`src/rtl/irqsel_pkg.sv`:
```
package irqsel_pkg;
  localparam int NLVL   = 16;
  localparam int LW     = $clog2(NLVL);
  localparam int TTW    = 9;
  localparam int VNW    = 6;
  localparam int TAGW   = 5;
  localparam int VDW    = TAGW + VNW;
  localparam int TMR_LVL = NLVL - 2;

  localparam logic [TTW-1:0]  EXT_BASE = 9'h040;
  localparam logic [TTW-1:0]  VEC_TT   = 9'h060;
  localparam logic [TAGW-1:0] VEC_TAG  = 5'h1F;

  function automatic logic [TTW-1:0] f_ext_tt(input logic [LW-1:0] lvl);
    f_ext_tt = EXT_BASE | TTW'(lvl);
  endfunction

  function automatic logic [VDW-1:0] f_vec_word(input logic [VNW-1:0] num);
    f_vec_word = {VEC_TAG, num};
  endfunction

  function automatic logic f_is_ext(input logic [TTW-1:0] tt);
    f_is_ext = (tt[TTW-1:4] == EXT_BASE[TTW-1:4]);
  endfunction
endpackage

```
`src/rtl/irqsel_merge.sv`:
```
module irqsel_merge
  import irqsel_pkg::*;
#(
  parameter int NL = NLVL,
  parameter int TL = TMR_LVL
) (
  input  logic [NL-1:0] lvl_in,
  input  logic [NL:0]   swint_in,
  output logic [NL-1:0] pend_o,
  output logic          timer_hit_o
);
  logic [NL-1:0] sw_lv;
  logic [NL-1:0] tmr_vec;

  assign timer_hit_o = swint_in[0] | swint_in[NL];
  assign sw_lv       = swint_in[NL-1:0] & ~NL'(1);
  assign tmr_vec     = timer_hit_o ? (NL'(1) << TL) : '0;
  assign pend_o      = lvl_in | sw_lv | tmr_vec;
endmodule

```
`src/rtl/irqsel_prio.sv`:
```
module irqsel_prio
  import irqsel_pkg::*;
#(
  parameter int NL = NLVL,
  localparam int W = $clog2(NL)
) (
  input  logic [NL-1:0] pend_i,
  input  logic [W-1:0]  pil_i,
  output logic          any_o,
  output logic [W-1:0]  sel_o
);
  logic [NL-1:0] above;

  for (genvar i = 0; i < NL; i++) begin : g_mask
    assign above[i] = pend_i[i] && (W'(i) > pil_i);
  end

  assign any_o = |above;

  always_comb begin
    sel_o = '0;
    for (int i = 0; i < NL; i++) begin
      if (above[i]) sel_o = W'(i);
    end
  end
endmodule

```
`src/rtl/irqsel_nest.sv`:
```
module irqsel_nest
  import irqsel_pkg::*;
#(
  parameter int TLW = 3
) (
  input  logic [TLW-1:0] tl_i,
  input  logic [TTW-1:0] cur_tt_i,
  input  logic [TTW-1:0] new_tt_i,
  output logic           block_o
);
  assign block_o = (tl_i != '0) && f_is_ext(cur_tt_i) && (cur_tt_i > new_tt_i);
endmodule

```
`src/rtl/irq_level_select.sv`:
```
module irq_level_select
  import irqsel_pkg::*;
#(
  parameter int TLW = 3
) (
  input  logic              clk,
  input  logic              rst_n,
  input  logic [NLVL-1:0]   lvl_in,
  input  logic [NLVL:0]     swint_in,
  input  logic [LW-1:0]     pil_in,
  input  logic              ie_in,
  input  logic [TLW-1:0]    tl_in,
  input  logic [TTW-1:0]    cur_tt_in,
  input  logic              vec_lvl_in,
  input  logic [VNW-1:0]    vec_num_in,
  output logic              irq_req_o,
  output logic [TTW-1:0]    trap_type_o,
  output logic [VDW-1:0]    vec_data_o
);
  logic [NLVL-1:0] pend_vec;
  logic            timer_hit;
  logic            lvl_any;
  logic [LW-1:0]   lvl_sel;
  logic [TTW-1:0]  new_tt;
  logic            nest_block;

  logic            pend_q, pend_d;
  logic            req_d;
  logic [TTW-1:0]  tt_d;
  logic [VDW-1:0]  data_d;

  logic            vec_rise, vec_fall, vec_hold, lvl_fire;

  irqsel_merge #(.NL(NLVL), .TL(TMR_LVL)) u_merge (
    .lvl_in(lvl_in), .swint_in(swint_in),
    .pend_o(pend_vec), .timer_hit_o(timer_hit)
  );

  irqsel_prio #(.NL(NLVL)) u_prio (
    .pend_i(pend_vec), .pil_i(pil_in),
    .any_o(lvl_any), .sel_o(lvl_sel)
  );

  assign new_tt = f_ext_tt(lvl_sel);

  irqsel_nest #(.TLW(TLW)) u_nest (
    .tl_i(tl_in), .cur_tt_i(cur_tt_in), .new_tt_i(new_tt),
    .block_o(nest_block)
  );

  assign vec_rise = vec_lvl_in && !pend_q;
  assign vec_fall = !vec_lvl_in && pend_q;
  assign vec_hold = vec_lvl_in && pend_q;
  assign lvl_fire = !vec_lvl_in && !pend_q && ie_in && lvl_any && !nest_block;

  always_comb begin
    pend_d = pend_q;
    req_d  = irq_req_o;
    tt_d   = trap_type_o;
    data_d = vec_data_o;
    if (vec_rise) begin
      pend_d = 1'b1;
      req_d  = 1'b1;
      tt_d   = VEC_TT;
      data_d = f_vec_word(vec_num_in);
    end else if (vec_fall) begin
      pend_d = 1'b0;
      req_d  = 1'b0;
    end else if (vec_hold) begin
      pend_d = 1'b1;
    end else if (!lvl_any || !ie_in) begin
      req_d = 1'b0;
      tt_d  = '0;
    end else if (lvl_fire) begin
      req_d = 1'b1;
      tt_d  = new_tt;
    end
  end

  always_ff @(posedge clk or negedge rst_n) begin
    if (!rst_n) begin
      pend_q      <= 1'b0;
      irq_req_o   <= 1'b0;
      trap_type_o <= '0;
      vec_data_o  <= '0;
    end else begin
      pend_q      <= pend_d;
      irq_req_o   <= req_d;
      trap_type_o <= tt_d;
      vec_data_o  <= data_d;
    end
  end
endmodule

```
`config.mk`:
```
export PLATFORM = sky130hd
export DESIGN_NAME = irq_level_select
export DESIGN_NICKNAME = d
export VERILOG_FILES = /design/src/rtl/irqsel_pkg.sv /design/src/rtl/irqsel_merge.sv /design/src/rtl/irqsel_prio.sv /design/src/rtl/irqsel_nest.sv /design/src/rtl/irq_level_select.sv
export SDC_FILE = /design/constraint.sdc
export NUM_CORES = 1
export LEC_CHECK = 0
export BUFFER_PORTS_ARGS = -buffer_cell sky130_fd_sc_hd__buf_4
export CAP_MARGIN = 20
export CORE_UTILIZATION = 43
export DETAILED_ROUTE_END_ITERATION = 8
export HOLD_SLACK_MARGIN = 0.05
export PLACE_DENSITY = 0.8
export RECOVER_POWER = 25
export SLEW_MARGIN = 15
export SYNTH_ARGS = -nofsm -noshare
export SYNTH_HDL_FRONTEND = slang
export SYNTH_SLANG_ARGS = --single-unit
```
`constraint.sdc`:
```
create_clock -name clk -period 4.2 [get_ports clk]
set_clock_uncertainty 0.15 [all_clocks]
set_input_delay 0.84 -clock clk [delete_from_list [all_inputs] [get_ports clk]]
set_output_delay 0.84 -clock clk [all_outputs]
set_load 0.01 [all_outputs]
```
# Yosys cells after proc, flatten, opt, wreduce, memory -nomap -nowiden
# Index checks and enable logic that the tools add are counted.
dict set report totals {
  register_bits 18
  in_bits 59
  out_inout_bits 21
  elab_cells 95
}
dict set report op_classes {
  order_cmp 17
  n_eq_ne 4
  muxes 29
  n_bitwise 3
  n_reduce_logical 38
}
# operator count
set op_table {}
lappend op_table {{$mux 9} 5}
lappend op_table {{$gt 4x4->1 const A} 8}
lappend op_table {{$mux 4} 8}
lappend op_table {{$logic_and 1x1->1} 25}
lappend op_table {{$gt 3x4->1 const A} 4}
lappend op_table {{$or 16x15->16} 1}
lappend op_table {{$or 16x16->16} 1}
lappend op_table {{$reduce_or 16->1} 1}
lappend op_table {{$mux 15} 1}
lappend op_table {{$mux 3} 4}
lappend op_table {{$gt 9x7->1} 1}
lappend op_table {{$mux 1} 9}
lappend op_table {{$reduce_bool 3->1} 3}
lappend op_table {{$gt 1x4->1 const A} 2}
lappend op_table {{$gt 2x4->1 const A} 2}
lappend op_table {{$eq 5x3->1 const B} 1}
lappend op_table {{$logic_not 1->1} 5}
lappend op_table {{$mux 2} 2}
lappend op_table {{$ne 2x2->1 const B} 2}
lappend op_table {{$reduce_bool 4->1} 1}
lappend op_table {{$ne 3x3->1 const B} 1}
lappend op_table {{$reduce_and 3->1} 1}
lappend op_table {{$reduce_and 2->1} 1}
lappend op_table {{$logic_or 1x1->1} 1}
lappend op_table {{$or 1x1->1} 1}

# Logic depth before layout (Yosys ltp)
dict set report depth {
  word_depth 28
  depth_mapped 13
  mapped_depth_nobuf 12
}

# Modules after synthesis
# A second synthesis with hierarchy kept.
dict set report hier_totals {
  hier_cells 186
  hier_area_um2 1584.0
}
# module instances cells_per_inst area_each_um2 seq_area_each_um2
set modules_own_cells {}
lappend modules_own_cells {irq_level_select 1 67 795.8 375.4}
lappend modules_own_cells {irqsel_prio 1 67 434.2 0.0}
lappend modules_own_cells {irqsel_nest 1 35 245.2 0.0}
lappend modules_own_cells {irqsel_merge 1 17 108.9 0.0}

# Worst setup path before layout
# Ideal clock, no wire load.
dict set report synth_timing {
  kind {in2reg}
  start {in pil_in[3]}
  end {reg trap_type_o[0]}
  setup_ps 66
  arrival_ps 3434
  required_time_ps 3984
  slack_ps 550
  cell_stages 12
  path_buffers 1
  path_cell_list {clkbuf_4 or3_1 o21ai_0 a211oi_1 o311a_1 ha_1 nor2b_1 o211ai_1 a2111oi_2 nor2_1 o41ai_2 a22o_1}
}
dict set report synth_between {
  elab_chain_cells 23
  elab_cells_between_ends 62
  classes_between {order compare (17); mux (20); reduce/logical (25)}
}
# item line_no
set synth_lines {}
lappend synth_lines {{start: declaration} irq_level_select.sv:10} ;# input logic [LW-1:0] pil_in,
lappend synth_lines {{$gt 1x4->1} irqsel_prio.sv:15} ;# assign above[i] = pend_i[i] && (W'(i) > pil_i);
lappend synth_lines {{$logic_and 1x1->1} irqsel_prio.sv:15}
lappend synth_lines {{$mux 1} irqsel_prio.sv:23} ;# if (above[i]) sel_o = W'(i);
lappend synth_lines {{$mux 2 (2 in series)} irqsel_prio.sv:23}
lappend synth_lines {{$mux 3 (4 in series)} irqsel_prio.sv:23}
lappend synth_lines {{$mux 4 (8 in series)} irqsel_prio.sv:23}
lappend synth_lines {{$gt 9x7->1} irqsel_nest.sv:11} ;# assign block_o = (tl_i != '0) && f_is_ext(cur_tt_i) && (cur_tt_i > new_tt_i);
lappend synth_lines {{$logic_and 1x1->1} irqsel_nest.sv:11}
lappend synth_lines {{$logic_not 1->1} irq_level_select.sv:54} ;# assign lvl_fire = !vec_lvl_in && !pend_q && ie_in && lvl_any && !nest_block;
lappend synth_lines {{$logic_and 1x1->1} irq_level_select.sv:54}
lappend synth_lines {{$reduce_bool 3->1 (no line)} n/a}
lappend synth_lines {{$reduce_and 3->1 (no line)} n/a}
lappend synth_lines {{end signal: assignment} irq_level_select.sv:89} ;# trap_type_o <= tt_d;
lappend synth_lines {{end: declaration} irq_level_select.sv:17} ;# output logic [TTW-1:0] trap_type_o,
# Several ways; a longest one is shown, not always the timed one. The select of a mux whose other input is x is not followed.
# A chain may end at the register's enable or synchronous reset.

# Final worst setup path
# Same ends and word-level chain as after synthesis.

==> impl_results.md <==
* Status: finished, violations left
* Failing checks: design-rule violations
* Max-Cap Viols at 0
* Total Nets Final at 280
* Clock latency at the later pin of the worst-skew pair at 0.27 ns
* Cell Area, Synth at 0.001331 mm^2
* Sequential Power Share at 39.0%
* Syn Area/Cell at 9.442 um^2
* Initial antenna violation count at 0
* Post-synthesis async set-or-reset flop share at 100.0%
* Vias in the first global route at 1364
* Die Height at 57.64 um
* Worst rel slew slack at 46.94%
* Reg-to-Reg Start: pend_q
* # IOs at 80
* Sink Count at 15
* P_int at 345.5 uW
* Yosys reg bits at 15
* Synth warn at 0
* IO buf count at 75
* Final setup violation count at 0
* Resized Gates After CTS at 0
* Largest net degree at the start of global routing at 16
* Crit path time final at 3.741 ns
* Psw at 170.7 uW
* Die area at 0.003322 mm^2
* Cell Rows at 19
* Share of the synthesized area in the top cell type at 28.20%
* First-pass GRT wire length at 5.582 mm
* Worst-path cell chain: buf_4 > nor2_1 > o211ai_1 > o21ai_0 > a211oi_1 > o311a_1 > ha_1 > nor2b_1 > o211ai_1 > a2111oi_2 > nor2_1 > o41ai_2 > a22o_1
* CTS max path bufs at 2
* F_max at 0.2673 GHz
* Most common cell in the netlist: nor2_1
* Clk pwr share at 15.6%
* Setup TNS at 0 ns
* Initial Util at 46.67%
* Final wirelength at 3.475 mm
* Iter 0 DRT Violations at 79
* Hold_buf cts at 0
* Crit path arrival time at 3.81 ns
* CP startpoint: pil_in[3]
* Synth area leaders: dfrtp_1 28%, ha_1 8.5%, mux2_2 5.1%
* Drt first pass iters at 6
* Area grow syn2layout at 40.98%
* CP Launch Type: input pin
* Sw frac at 33.07%
* Final Hold Fails at 0
* P_leak at 0.9015 nW
* RD Place Congestion at 0.7950
* Critical path type: input pin to register
* Core region area at 0.002853 mm^2
* Post-synth EDFFs at 0
* Seq/Total Area, Yosys at 28.20%
* Share of layout cells above drive strength 1 at 45.50%
* R2R cell count at 4
* Syn Inst Count at 141
* Worst vdd ir at 0.2606 mV
* Clk slew on worst S/H paths at 0.08 ns
* Post-synth top area cell: dfrtp_1
* CTS tree: done
* Power Density at 275.0 mW/mm^2
* Total grt overflow at 0
* Worst min path class: register to register
* CP max FO at 11
* PnR Total Power at 516.2 uW
* Ant diodes at 0
* Synth top cells by count: 16 x nor2_1, 15 x dfrtp_1, 9 x ha_1
* H-tree depth at 1
* Min-delay src: trap_type_o[1]
* Routed WL per cell at 14.36 um
* Cell variety after synth at 52
* Gate power share at 45.4%
* Number of routed nets with antenna violations at 0
* Unrepaired setup endpoints after global routing: false
* Hold slack at 0.3487 ns
* Hold path depth at 1
* WP data required at 4.27 ns
* Post-CTS Repair Setup Buffers at 0
* DRC at 9
* Vias per std cell at 5.707
* Main synth FF type: dfrtp_1
* CP max stage delay at 0.43 ns
* Vias at 1381
* Setup crit end kind: register
* Period utilisation layout at 89.08%
* Total track usage at 20.96%
* Clock tree root driver cell: clkbuf_4
* Die width at 57.64 um
* Worst slew pin tran at 0.7960 ns
* Slew Limit Fails at 0
* Critical path's slowest cell: o41ai_2
* Clock buffer count from CTS at 3
* Post-DP HPWL at 2.884 mm
-- layout make-up --
| type | count | area, um^2 |
|---|---|---|
| well taps | 31 | 38.79 |
| repair buffers | 75 | 559.3 |
| fillers | 242 | 975.9 |
| flip-flops and latches | 15 | 375.4 |
| inverters | 7 | 26.28 |
| multi-input cells | 110 | 850.8 |
| clock buffers | 4 | 26.28 |
-- path summary, 6_finish.rpt --
path	end	slack (ns)
setup / recovery	trap_type_o[0]	0.46
hold / removal	trap_type_o[1]	0.35
setup reg to reg	trap_type_o[0]	2.35
hold reg to reg	trap_type_o[1]	0.35
max in group asynchronous	trap_type_o[6]	2.94
min in group asynchronous	vec_data_o[1]	0.47
-- state kept, by name, summed over array words and instances (netlist names) --
| register | cells |
|---|---|
| irq_req_o | 1 |
| pend_q | 1 |
| trap_type_o | 6 |
| vec_data_o | 7 |
-- stage by stage --
stage / setup WS, ns / util, % / instances / cell area [um^2]
after global routing: 0.1707 / 65.79 / 242 / 1877
after CTS: 0.4337 / 65.92 / 242 / 1881
after floorplan: 0.5501 / - / 143 / 1339
final: 0.4588 / 65.79 / 242 / 1877
after global placement: 0.2729 / 65.00 / 238 / 1854
after detailed placement: 0.1611 / 65.00 / 238 / 1854
-- per-layer routing --
| metal | vias up | part of all wire, % | global-route usage (%) |
|---|---|---|---|
| li1 | 662 | - | - |
| met2 | 53 | 53 | 42.19 |
| met5 | - | 0 | 0 |
| met1 | 666 | 40 | 23.86 |
| met3 | 0 | 6.8 | 2.902 |
| met4 | 0 | 0 | 2.091 |
-- worst max-delay path, delay by kind of cell --
family                   cells  cell delay, ns
buffers and inverters        1            0.15
adder cells (fa/ha/maj)      1            0.30
AND/OR/NAND/NOR              3            0.55
AO/OA/AOI/OAI                8            1.95
-- power by group through the flow --
stage,combinational (mW),sequential [mW],clock [mW]
2_1_floorplan,0.105,0.217,0
3_3_place_gp,0.227,0.202,0
3_5_place_dp,0.236,0.204,0
4_1_cts,0.237,0.202,0.0821
5_1_grt,0.255,0.205,0.0884
6_report,0.234,0.201,0.0805
-- kinds of logic (layout without fill, tap and decap cells) --
family	Yosys count	in the layout	synth area share [%]
AOI/OAI and AO/OA	47	47	29.70
muxes	7	7	5.827
other	1	3	0.2817
buffers and inverters	18	86	8.459
and+or+nand+nor	44	44	19.08
adders and majority gates	9	9	8.459
DFF	15	15	28.20
-- cell usage in the layout (no fill, tap or decap), types with 3 or more instances in the layout --
cell type  count
conb_1         3
mux2_2         6
buf_4         74
ha_1           9
nand3_1        3
o211ai_1       3
o2bb2ai_1      4
o21ai_0        7
a21oi_1        3
nor2b_1        3
o31ai_1        3
nor2_1        16
o21bai_1       3
clkbuf_4       3
nand2_1        6
dfrtp_1       15
inv_1          7
(Power assumes the default switching activity.)
